**src/rtl/brg_pkg.sv**
```systemverilog
// Package: shared constants for the baud rate generator.
// Assumes: time constant is a whole number of bytes; configuration
// selects are laid out TC bytes first, then control, interrupt, clear.
package brg_pkg;
    localparam int BYTE_W       = 8;
    localparam int CTRL_EN_BIT  = 0;  // generator run enable
    localparam int CTRL_SRC_BIT = 1;  // 0: source A, 1: source B
    localparam int IRQ_ZC_BIT   = 1;  // zero-count interrupt enable

    // Select offsets that follow the time-constant byte lanes
    localparam int OFS_CTRL = 0;
    localparam int OFS_IRQ  = 1;
    localparam int OFS_CLR  = 2;
endpackage

```
**src/rtl/brg_cfg_regs.sv**
```systemverilog
// Module: configuration registers and sticky zero-count flag.
// Assumes: TC_W is a multiple of 8; one write per cycle; a zero event
// outranks a clear arriving in the same cycle.
module brg_cfg_regs
    import brg_pkg::*;
#(
    parameter int TC_W  = 16,
    parameter int SEL_W = 3
) (
    input  logic              clk,
    input  logic              rst_n,
    input  logic              we,
    input  logic [SEL_W-1:0]  sel,
    input  logic [BYTE_W-1:0] wdata,
    input  logic              zero_evt,
    output logic [TC_W-1:0]   tc_o,
    output logic              en_o,
    output logic              src_sel_o,
    output logic              zc_ie_o,
    output logic              zc_flag_o
);
    localparam int TC_BYTES = TC_W / BYTE_W;
    localparam int SEL_CTRL = TC_BYTES + OFS_CTRL;
    localparam int SEL_IRQ  = TC_BYTES + OFS_IRQ;
    localparam int SEL_CLR  = TC_BYTES + OFS_CLR;

    // One byte lane of the time constant per generate iteration
    for (genvar lane = 0; lane < TC_BYTES; lane++) begin : g_tc_lane
        // Load this byte of the time constant on its select
        always_ff @(posedge clk) begin
            if (!rst_n)
                tc_o[lane*BYTE_W +: BYTE_W] <= '0;
            else if (we && sel == SEL_W'(lane))
                tc_o[lane*BYTE_W +: BYTE_W] <= wdata;
        end
    end

    // Control register: enable and source select
    always_ff @(posedge clk) begin
        if (!rst_n) begin
            en_o      <= 1'b0;
            src_sel_o <= 1'b0;
        end else if (we && sel == SEL_W'(SEL_CTRL)) begin
            en_o      <= wdata[CTRL_EN_BIT];
            src_sel_o <= wdata[CTRL_SRC_BIT];
        end
    end

    // Interrupt control register: zero-count interrupt enable
    always_ff @(posedge clk) begin
        if (!rst_n)
            zc_ie_o <= 1'b0;
        else if (we && sel == SEL_W'(SEL_IRQ))
            zc_ie_o <= wdata[IRQ_ZC_BIT];
    end

    // Sticky zero-count flag; set wins over clear
    always_ff @(posedge clk) begin
        if (!rst_n)
            zc_flag_o <= 1'b0;
        else if (zero_evt)
            zc_flag_o <= 1'b1;
        else if (we && sel == SEL_W'(SEL_CLR))
            zc_flag_o <= 1'b0;
    end
endmodule

```
**src/rtl/brg_half_counter.sv**
```systemverilog
// Module: down counter that times one half period of the baud clock.
// Assumes: tick is already qualified by enable and source select. The
// counter reloads TC+1, so a half period spans TC+2 ticks; TC is
// sampled only at reload.
module brg_half_counter #(
    parameter int TC_W = 16
) (
    input  logic            clk,
    input  logic            rst_n,
    input  logic            tick,
    input  logic [TC_W-1:0] tc,
    output logic            zero_evt_o,
    output logic            rise_evt_o,
    output logic            baud_o
);
    localparam int CNT_W = TC_W + 1;

    logic [CNT_W-1:0] cnt;
    logic [CNT_W-1:0] reload_val;
    logic             at_zero;

    // Reload value and expiry detection
    always_comb begin
        reload_val = {1'b0, tc} + CNT_W'(1);
        at_zero    = (cnt == '0);
        zero_evt_o = tick && at_zero;
        rise_evt_o = zero_evt_o && !baud_o;
    end

    // Count down on each tick; reload and toggle at zero
    always_ff @(posedge clk) begin
        if (!rst_n) begin
            cnt    <= '0;
            baud_o <= 1'b0;
        end else if (tick) begin
            if (at_zero) begin
                cnt    <= reload_val;
                baud_o <= ~baud_o;
            end else begin
                cnt <= cnt - CNT_W'(1);
            end
        end
    end
endmodule

```
**src/rtl/brg_rate_div.sv**
```systemverilog
// Module: divides baud rising edges by the oversampling factor.
// Assumes: OVS >= 2; rise_evt is a single-cycle strobe.
module brg_rate_div #(
    parameter int OVS = 16
) (
    input  logic clk,
    input  logic rst_n,
    input  logic rise_evt,
    output logic bit_tick_o
);
    localparam int SUB_W = $clog2(OVS);

    logic [SUB_W-1:0] sub;

    // Count rising edges; pulse on the last one of each group
    always_ff @(posedge clk) begin
        if (!rst_n) begin
            sub        <= '0;
            bit_tick_o <= 1'b0;
        end else if (rise_evt) begin
            if (sub == SUB_W'(OVS - 1)) begin
                sub        <= '0;
                bit_tick_o <= 1'b1;
            end else begin
                sub        <= sub + SUB_W'(1);
                bit_tick_o <= 1'b0;
            end
        end else begin
            bit_tick_o <= 1'b0;
        end
    end
endmodule

```
**src/rtl/baud_rate_gen.sv**
```systemverilog
// Module: programmable baud rate generator top level.
// Assumes: source tick inputs are synchronous single-cycle enables;
// configuration writes arrive on the system clock.
module baud_rate_gen
    import brg_pkg::*;
#(
    parameter int TC_W  = 16,
    parameter int SEL_W = 3,
    parameter int OVS   = 16
) (
    input  logic              clk,
    input  logic              rst_n,
    input  logic              cfg_we,
    input  logic [SEL_W-1:0]  cfg_sel,
    input  logic [BYTE_W-1:0] cfg_wdata,
    input  logic              src_tick_a,
    input  logic              src_tick_b,
    output logic              baud_clk_o,
    output logic              bit_tick_o,
    output logic              zc_status_o,
    output logic              zc_irq_o
);
    logic [TC_W-1:0] tc;
    logic            en;
    logic            src_sel;
    logic            zc_ie;
    logic            src_live;
    logic            zero_evt;
    logic            rise_evt;

    brg_cfg_regs #(.TC_W(TC_W), .SEL_W(SEL_W)) u_regs (
        .clk       (clk),
        .rst_n     (rst_n),
        .we        (cfg_we),
        .sel       (cfg_sel),
        .wdata     (cfg_wdata),
        .zero_evt  (zero_evt),
        .tc_o      (tc),
        .en_o      (en),
        .src_sel_o (src_sel),
        .zc_ie_o   (zc_ie),
        .zc_flag_o (zc_status_o)
    );

    // Qualify the chosen source tick with the run enable
    always_comb begin
        src_live = en && (src_sel ? src_tick_b : src_tick_a);
    end

    brg_half_counter #(.TC_W(TC_W)) u_cnt (
        .clk        (clk),
        .rst_n      (rst_n),
        .tick       (src_live),
        .tc         (tc),
        .zero_evt_o (zero_evt),
        .rise_evt_o (rise_evt),
        .baud_o     (baud_clk_o)
    );

    brg_rate_div #(.OVS(OVS)) u_div (
        .clk        (clk),
        .rst_n      (rst_n),
        .rise_evt   (rise_evt),
        .bit_tick_o (bit_tick_o)
    );

    // Interrupt request from status gated by its enable
    always_comb begin
        zc_irq_o = zc_status_o && zc_ie;
    end
endmodule

```
**config.mk**
```make
export PLATFORM = sky130hd
export DESIGN_NAME = baud_rate_gen
export DESIGN_NICKNAME = d
export VERILOG_FILES = /design/src/rtl/brg_pkg.sv /design/src/rtl/brg_cfg_regs.sv /design/src/rtl/brg_half_counter.sv /design/src/rtl/brg_rate_div.sv /design/src/rtl/baud_rate_gen.sv
export SDC_FILE = /design/constraint.sdc
export NUM_CORES = 1
export LEC_CHECK = 0
export CORE_UTILIZATION = 30
export CTS_BUF_LIST = sky130_fd_sc_hd__clkbuf_2 sky130_fd_sc_hd__clkbuf_4 sky130_fd_sc_hd__clkbuf_8
export DETAILED_ROUTE_END_ITERATION = 16
export PLACE_DENSITY = 0.58
export SLEW_MARGIN = 0
export SYNTH_ARGS = -nofsm -noshare
export SYNTH_HDL_FRONTEND = slang
export SYNTH_SLANG_ARGS = --single-unit
export TNS_END_PERCENT = 100
```
**constraint.sdc**
```tcl
create_clock -name clk -period 2.13 [get_ports clk]
set_clock_uncertainty 0.05 [all_clocks]
set_input_delay 0.426 -clock clk [delete_from_list [all_inputs] [get_ports clk]]
set_output_delay 0.426 -clock clk [all_outputs]
set_load 0.03 [all_outputs]
```
== Yosys cells after proc, flatten, opt, wreduce, memory -nomap -nowiden ==
Index checks and enable logic that the tools add are counted.
Word-level totals
  register bits: 43
  bits in latches: 0
  bits in writable memories: 0
  bits in read-only memories: 0
  logic and storage cells: 40
  memories: 0
Cells by class
  add/sub/neg operators: 3
  $mul: 0
  divide/modulo/power cells: 0
  $lt $le $gt $ge: 0
  eq/ne operators: 5
  shift-type cells: 0
  multiplexer cells: 6
  bitwise operators: 1
  reductions and logical operators: 15
Operator list (number)
  16-bit by 1-bit adder with 17-bit output, second input constant: 1
  17-bit zero test: 1
  17-bit 2-to-1 mux: 1
  17-bit by 1-bit subtractor with 17-bit output, second input constant: 1
  1-bit logical AND: 9
  3-bit by 2-bit equality test with 1-bit output, second input constant: 2
  4-bit by 1-bit adder with 4-bit output, second input constant: 1
  4-bit equality test, second input constant: 1
  1-bit 2-to-1 mux: 4
  4-bit 2-to-1 mux: 1
  2-bit AND reduction: 2
  3-bit by 1-bit equality test with 1-bit output, second input constant: 1
  3-bit equality test, second input constant: 1
  3-bit zero test: 1
  2-bit nonzero test: 1
  1-bit zero test: 1
  1-bit NOT: 1

== Longest topological paths before layout ==
Gate-level depths: netlist of the first run.
  depth in word-level cells: 5
  gate-level depth with buffers: 7

== Modules after synthesis ==
From an unflattened synthesis of the first run, not the netlist that was laid out.
Unflattened totals
  cell total of the unflattened synthesis: 281
  area total of the unflattened synthesis: 2372.3 um^2
Modules (own cells, without submodules)
  brg_half_counter: times used 1, cells an instance 177, area an instance 1336.3 um^2, seq. area each 360.3 um^2
  brg_cfg_regs: times used 1, cells an instance 78, area an instance 797.0 um^2, seq. area each 400.4 um^2
  brg_rate_div: times used 1, cells an instance 23, area an instance 216.5 um^2, seq. area each 100.1 um^2
  baud_rate_gen: times used 1, cells an instance 3, area an instance 22.5 um^2, seq. area each 0.0 um^2

== Least setup slack after synthesis of the first run ==
Ideal clock, no wire load.
  path type: reg2reg
  start: reg u_cnt.cnt[6]
  end: reg u_cnt.cnt[5]
  arrival time: 1.740 ns
  setup slack: 0.266 ns
  stages on the path, launching flop included: 6
  buffers on the path: 1
  clock period less this slack: 1.864 ns
  path through: dfxtp_1 > or4_4 > buf_6 > nor2_2 > mux2_2 > o21ai_0
Between the ends
  word-level cells in the longest chain between the ends: 2
Ends and longest elaborated chain
  from (decl): RTL line brg_half_counter.sv:18  | logic [CNT_W-1:0] cnt;
  from (signal assigned): RTL line brg_half_counter.sv:37  | cnt <= reload_val;
  from (signal assigned): RTL line brg_half_counter.sv:40  | cnt <= cnt - CNT_W'(1);
  17-bit zero test: RTL line brg_half_counter.sv:25  | at_zero = (cnt == '0);
  17-bit 2-to-1 mux: RTL line brg_half_counter.sv:36  | if (at_zero) begin
No other way between the ends.
A chain may end at the register's enable or synchronous reset.

== Final worst setup path of the first run ==
  start: reg u_regs.tc_o[0]
  end: reg u_cnt.cnt[16]
Between the ends
  word-level cells in the longest chain between the ends: 2
Ends and longest elaborated chain
  from (decl): RTL line brg_cfg_regs.sv:16  | output logic [TC_W-1:0] tc_o,
  from (signal, indexed assignment): RTL line brg_cfg_regs.sv:34  | tc_o[lane*BYTE_W +: BYTE_W] <= wdata;
  16-bit by 1-bit adder with 17-bit output: RTL line brg_half_counter.sv:24  | reload_val = {1'b0, tc} + CNT_W'(1);
  17-bit 2-to-1 mux: RTL line brg_half_counter.sv:36
No other way between the ends.

==> flow_summary_export.csv, run 1 <==
group,metric,value,unit
outcome,status,"finished, final reports clean",
clock_tree,clock_latency,300,ps
synth,synth_top_area_cell,"dfxtp_1",
clock_tree,hold_buffers,0,
place,gp_congestion,0.904,
synth,synthFlopType,"dfxtp_1",
sta,finalMaxSlewViolations,0,
global_routing,grt_util_all_layers,16.4,%
cells_and_area,drive_above_1_share,15.7,%
detailed_routing,wl_per_cell,14.4,µm
floorplan,die_area,8180,µm²
power_and_ir_drop,p_per_area,518,nW/µm²
place,dpl_cell_area,2900,µm²
critical_path,path_cells,"ha_1 > and4_1 > or4b_1 > nor4_1 > a21oi_1 > o22ai_1",
cells_and_area,fin_area,2990,µm²
synth,syn-cell-area,2350,µm²
cells_and_area,nFillCells,740,
detailed_routing,vias,2328,
sta,fin_crit_sh,92.6,%
detailed_routing,drt_iter0_drc,126,
synth,yosys-top-cells-area,"dfxtp_1 (37%), nand2_1 (6.7%), mux2i_1 (6.0%)",
synth,yosysMostFrequentCell,"dfxtp_1",
cells_and_area,ff_latch_area,861,µm²
synth,ys_seq_area_share,36.7,%
clock_tree,cts_sinks,43,
power_and_ir_drop,max-vdd-ir-drop,357,µV
critical_path,path_class,"flop to flop",
sta,post-route-min-period,1970,ps
clock_tree,cts_tree,"yes",
sta,rsz0062_at_grt,"no",
detailed_routing,antenna_left,0,
global_routing,antenna_found_initial,0,
critical_path,crit_family,"simple AND/OR/NAND/NOR gates",
global_routing,grt_max_degree,29,
sta,slew-limit-headroom,73.5,%
cells_and_area,num_antenna_cells,0,
detailed_routing,wirelength,6380,µm
synth,synth_edf_count,0,
critical_path,slowest_stage,"or4b_1",
synth,netlist_instances,289,
clock_tree,numCtsBuffers,5,
synth,synth_cell_types,52,
hold_path,holdCritPathClass,"flop to flop",
floorplan,ios,20,
synth,yosys_warnings,0,
global_routing,grt_pass1_vias,2239,
sta,setup_tns,0,ps
synth,synth.top_cell.area_share,36.7,%
critical_path,crit_path_end_kind,"flop",
cells_and_area,final_nets,362,
job,drv_cap,0,
place,portBuffers,19,
clock_tree,clockRootBuffer,"clkbuf_8",
clock_tree,clk_pin_slew,80,ps
synth,synth_fp_nets,309,
synth,yosys_register_bits,43,
detailed_routing,drt_pre_antenna_iters,5,
sta,hold_viol_final,0,
cells_and_area,multi_input_area,1410,µm²
floorplan,fp.coreArea,7410,µm²
clock_tree,cts.path.max_buffers,2,
sta,worst_pin_slew,396,ps
clock_tree,cts_setup_buffers,0,
global_routing,grt_pass1_wl,10700,µm
critical_path,arrival,2150,ps
power_and_ir_drop,power.leakage,1.12,nW
critical_path,path_max_fanout,3,
place,hpwl,4980,µm
synth,synth_area_per_cell,8.12,µm²
synth,synth_top_family_by_area,"simple AND/OR/NAND/NOR gates",
floorplan,chipWidth,90.4,µm
clock_tree,h-tree-depth,2,
critical_path,worstPathRequired,2310,ps
synth,synth_common_cells,"dfxtp_1 (43), nand2_1 (42), nor2_1 (32)",
sta,max_freq,507,MHz
floorplan,rows,31,
floorplan,initial_utilization,31.7,%
critical_path,cp-start-kind,"flop",
critical_path,slowest_delay,490,ps
clock_tree,cts_resized,0,
global_routing,grt_overflow,0,
critical_path,crit_buf_inv,0,
cells_and_area,areaGrowthSynthToFinish,27.4,%
synth,yosys.area_share.simple,31.0,%
detailed_routing,routed_via_density,5.27,
sta,hold_slack,449,ps
synth,ys_async_sr_fraction,0,%
synth,synth_compound_area_share,13.9,%
synth,synth_fa_ha_area_share,2.13,%
synth,synthMuxAreaShare,6.93,%
sta,setup_viol,0,
synth,synth_xor_xnor_area_share,5.97,%
floorplan,die_height,90.4,µm
detailed_routing,drc_errors,0,
[cell families (layout without fill, tap and decap cells)]
| group | after synthesis | count (layout) |
|---|---|---|
| AND/OR/NAND/NOR | 140 | 140 |
| AO/OA/AOI/OAI | 51 | 51 |
| flip-flops | 43 | 43 |
| buffers and inverters | 19 | 73 |
| XOR/XNOR | 16 | 16 |
| multiplexers | 16 | 16 |
| adder cells (fa/ha/maj) | 4 | 4 |
[power by group]
| group | internal, W | switching, W |
|---|---|---|
| logic | 0.000102 | 0.000106 |
| clock network | 0.000225 | 0.000290 |
| registers | 0.000814 | 0.0000114 |
[cell type report]
| class | count | share of cell area [%] |
|---|---|---|
| well taps | 99 | 4.15 |
| clock buffers | 5 | 2.30 |
| flip-flops and latches | 43 | 28.8 |
| inverters | 9 | 1.13 |
| repair buffers | 56 | 16.1 |
| multi-input cells | 227 | 47.0 |
| clock inverters | 3 | 0.503 |
[placed cells by master (no fill, tap or decap), types with 3 or more instances in the layout]
cell / instances
buf_4: 36
nand2_1: 42
nor3_1: 8
xnor2_1: 12
nand3_1: 17
nor4_1: 11
mux2i_1: 14
o21ai_0: 8
o22ai_1: 3
dfxtp_1: 43
a31oi_1: 8
xor2_1: 4
nand4_1: 4
ha_1: 4
and4_1: 3
clkbuf_8: 5
clkinv_2: 3
nor2_1: 32
inv_1: 9
a21oi_1: 16
clkdlybuf4s50_1: 19
[metal layers]
metal,GRT usage (%),share of wire (%)
met5,0,0
met4,7.93,2.8
met3,3.03,3.7
met2,27.4,47
met1,20.3,47
[registers in the layout (all words and copies together), names as in the netlist]
name / count
u_cnt.cnt: 17
u_cnt.baud_o: 1
u_regs.en_o: 1
u_div.sub: 4
u_regs.tc_o: 16
u_regs.zc_ie_o: 1
u_regs.zc_flag_o: 1
u_regs.src_sel_o: 1
u_div.bit_tick_o: 1
[worst min-delay path, delay by kind of cell (launching register included)]
| family | cells | cell delay [ps] |
|---|---|---|
| DFF | 1 | 330 |
| muxes | 1 | 70 |
| and+or+nand+nor | 1 | 70 |
[stage by stage]
step | util, % | power [W] | setup WS (ps) | std cells
after floorplan | - | 0.000944 | 266 | 289
after global placement | 39.2 | 0.00105 | 1.29 | 434
after detailed placement | 39.2 | 0.00105 | -26.6 | 434
after CTS | 40.3 | 0.00156 | 156 | 442
after global routing | 40.3 | 0.00161 | 11.5 | 442
final | 40.3 | 0.00155 | 158 | 442
[path summary, 6_finish.rpt]
check	slack, ps	to	cells after the start	from
max	160	u_cnt.cnt[16]	6	u_regs.tc_o[0]
min	450	u_regs.zc_ie_o	2	u_regs.zc_ie_o
max reg2reg	160	u_cnt.cnt[16]	6	u_regs.tc_o[0]
min reg2reg	450	u_regs.zc_ie_o	2	u_regs.zc_ie_o
No activity file was read; power rests on OpenSTA's default activity.
==> run 2: changes to the inputs <==
--- a/config.mk
+++ b/config.mk
@@ -9,8 +9,7 @@
 export CTS_BUF_LIST = sky130_fd_sc_hd__clkbuf_2 sky130_fd_sc_hd__clkbuf_4 sky130_fd_sc_hd__clkbuf_8
 export DETAILED_ROUTE_END_ITERATION = 16
 export PLACE_DENSITY = 0.58
-export SLEW_MARGIN = 0
 export SYNTH_ARGS = -nofsm -noshare
 export SYNTH_HDL_FRONTEND = slang
 export SYNTH_SLANG_ARGS = --single-unit
-export TNS_END_PERCENT = 100
+export TNS_END_PERCENT = 5
==> results of run 2 <==
Same layout as run 1: the final DEF is identical, and so are final timing and power.
==> run 3: changes to the inputs <==
--- a/config.mk
+++ b/config.mk
@@ -11,5 +11,6 @@
 export PLACE_DENSITY = 0.58
 export SYNTH_ARGS = -nofsm -noshare
 export SYNTH_HDL_FRONTEND = slang
+export SYNTH_HIERARCHICAL = 1
 export SYNTH_SLANG_ARGS = --single-unit
 export TNS_END_PERCENT = 5
==> run 3 against run 2 <==
  * Register-to-register slack worse by 20 ps
  * Sequential power is essentially flat
  * Global-route usage down 2.1 points
  * First-iteration DRC count shrank 34%
  * Die area rose by 1.1%
  * Routed wire length decreased by 14%
  * Power increased by 8.8%
  * Utilization down 1.9 points
  * Critical path type is now input port to flop
  * Highest routed layer unchanged
==> flow_summary_export.csv, run 3 <==
group,metric,value,unit
critical_path,crit_path_end_kind,"flop",
synth,synthFlopType,"dfxtp_1",
global_routing,grt_util_all_layers,14.3,%
power_and_ir_drop,swShare,23.7,%
detailed_routing,drt_iter0_drc,83,
floorplan,die_area,8270,µm²
synth,yosys_warnings,6,
detailed_routing,wirelength,5460,µm
sta,setup_viol,0,
critical_path,slowest_stage,"clkdlybuf4s50_1",
cells_and_area,layout_commonest_cell,"nand2_1",
global_routing,grt_max_degree,35,
power_and_ir_drop,sequentialPowerShare,49.1,%
critical_path,path_cells,"clkdlybuf4s50_1 > mux2i_1 > nor2b_2 > and4bb_2 > nand3_2 > or4_1 > a21oi_1 > a31o_2",
power_and_ir_drop,power.leakage,1.04,nW
global_routing,antenna_found_initial,0,
detailed_routing,drc_errors,0,
synth,ys_seq_area_share,36.3,%
clock_tree,clock_latency,300,ps
sta,max_freq,488,MHz
power_and_ir_drop,power,0.00168,W
global_routing,grt_pass1_wl,9670,µm
clock_tree,clockRootBuffer,"clkbuf_8",
synth,synth_common_cells,"nand2_1 (51), dfxtp_1 (43), mux2i_1 (23)",
detailed_routing,drt_pre_antenna_iters,4,
synth,yosys-top-cells-area,"dfxtp_1 (36%), mux2i_1 (9.7%), nand2_1 (8.1%)",
detailed_routing,wl_per_cell,12.9,µm
floorplan,initial_utilization,30.9,%
detailed_routing,route.met2.wl,2520,µm
sta,setup_tns,0,ps
place,portBuffers,19,
sta,rsz0062_at_grt,"yes",
sta,timing.final.ws_setup,79.6,ps
critical_path,path_class,"input port to flop",
synth,yosysMostFrequentCell,"nand2_1",
critical_path,slowest_delay,450,ps
critical_path,worstPathRequired,2330,ps
clock_tree,h-tree-depth,2,
synth,synth.top_cell.area_share,36.3,%
hold_path,holdCritPathClass,"flop to flop",
floorplan,fp.coreArea,7690,µm²
floorplan,ios,20,
detailed_routing,vias,2132,
critical_path,crit_buf_inv,1,
detailed_routing,antenna_left,0,
sta,fin_crit_sh,96.3,%
cells_and_area,largest_reg_flops,17,
place,hpwl,4150,µm
synth,synth_cell_types,49,
critical_path,cp-start-kind,"input port",
clock_tree,cts_sinks,43,
floorplan,chipWidth,90.9,µm
power_and_ir_drop,p_sw,0.000400,W
synth,synth_area_per_cell,8.44,µm²
power_and_ir_drop,max-vdd-ir-drop,274,µV
detailed_routing,routed_via_density,5.03,
cells_and_area,num_antenna_cells,0,
synth,ys_async_sr_fraction,0,%
sta,slew-limit-headroom,69.3,%
clock_tree,clk_pin_slew,80,ps
critical_path,arrival,2250,ps
place,gp_congestion,0.816,
global_routing,grt_pass1_vias,2086,
synth,synth_top_area_cell,"dfxtp_1",
clock_tree,cts.path.max_buffers,2,
cells_and_area,areaGrowthSynthToFinish,24.6,%
detailed_routing,highest_layer,"met4",
critical_path,crit_family,"simple AND/OR/NAND/NOR gates",
cells_and_area,largest_registers,"u_cnt/cnt x17, u_regs/tc_o x16, u_div/sub x4",
sta,finalMaxSlewViolations,0,
synth,syn-cell-area,2370,µm²
clock_tree,cts_tree,"yes",
place,post-place-ws,-332,ps
cells_and_area,mostFrequentLayoutCells,"nand2_1 (51), dfxtp_1 (43), mux2i_1 (23), buf_4 (22), clkdlybuf4s50_1 (19)",
sta,hold_viol_final,0,
synth,synth_edf_count,0,
detailed_routing,routed-wl-met3,221,µm
sta,worst_pin_slew,457,ps
outcome,status,"finished, final reports clean",
synth,netlist_instances,281,
floorplan,rows,32,
sta,post-route-min-period,2050,ps
detailed_routing,wl_met1,2660,µm
synth,synth_fp_nets,301,
clock_tree,numCtsBuffers,5,
cells_and_area,final_nets,341,
floorplan,die_height,90.9,µm
power_and_ir_drop,combPwrFrac,10.8,%
cells_and_area,regMostFlops,"u_cnt/cnt",
power_and_ir_drop,p_per_area,569,nW/µm²
synth,yosys_register_bits,43,
power_and_ir_drop,internal-power,0.00128,W
global_routing,grt_overflow,0,
cells_and_area,drive_above_1_share,13.7,%
job,drv_cap,0,
power_and_ir_drop,clkPwrFrac,40.1,%
critical_path,path_max_fanout,4,
[run 3: cells by family after synthesis]
logic type / share of synthesized area (%)
AOI/OAI and AO/OA: 12.5
xor gates and xnor gates: 5.54
adders and majority gates: 2.11
buffers and inverters: 4.06
DFF: 36.3
muxes: 9.70
and+or+nand+nor: 29.8
[run 3: what timing repair did]
| action | in CTS | in global routing |
|---|---|---|
| gates cloned | 0 | 0 |
| gates resized for setup | 1 | 1 |
| hold buffers | 0 | 0 |
| setup endpoints to repair | 2 | 22 |
| buffers inserted | 0 | 0 |
[run 3: layout make-up]
type,instances,area (µm²)
multi-input combinational,221,1430
clock buffer,6,82.6
clock inverter,2,35.0
sequential,43,861
fill,806,4730
tap,102,128
timing repair buffer,43,395
inverter,7,26.3
[run 3: worst reg2reg max path: cells and delay by family (launching register included)]
| kind | cells | cell delay [ps] |
|---|---|---|
| fa+ha+maj | 1 | 230 |
| compound gates | 2 | 260 |
| simple gates | 3 | 840 |
| buf+inv | 2 | 220 |
| flops | 1 | 340 |
[run 3: final timing paths]
| path | start | end | slack [ps] | cells after the start |
|---|---|---|---|---|
| worst min register to register | u_div/sub[3] | u_div/bit_tick_o | 420 | 2 |
| worst max register to register | u_cnt/cnt[0] | u_cnt/cnt[12] | 140 | 8 |
| worst min-delay path | u_div/sub[3] | u_div/bit_tick_o | 420 | 2 |
| worst max-delay path | src_tick_b | u_cnt/cnt[12] | 80 | 8 |
[run 3: power by group through the flow]
stage          sequential (W)  combinational [W]  clock, W
2_1_floorplan        0.000845           0.000108         0
3_3_place_gp         0.000845           0.000180         0
3_5_place_dp         0.000846           0.000182         0
4_1_cts              0.000827           0.000183  0.000695
5_1_grt              0.000829           0.000201  0.000723
6_report             0.000826           0.000181  0.000675
[run 3: metal layers]
layer | vias up | global-route usage, %
met5 | - | 0
met4 | 0 | 3.97
met3 | 10 | 3.11
met2 | 47 | 23.4
met1 | 978 | 18.8
li1 | 1097 | -
[run 3: per-stage QoR]
step / utilization (%) / cell area (µm²) / hold WS (ps) / cells
CTS: 38.4 / 2950 / 425 / 424
detailed placement: 36.8 / 2830 / 409 / 416
global route: 38.5 / 2960 / 456 / 424
finish: 38.5 / 2960 / 423 / 424
global placement: 36.8 / 2830 / 391 / 416
floorplan: - / 2380 / 380 / 281
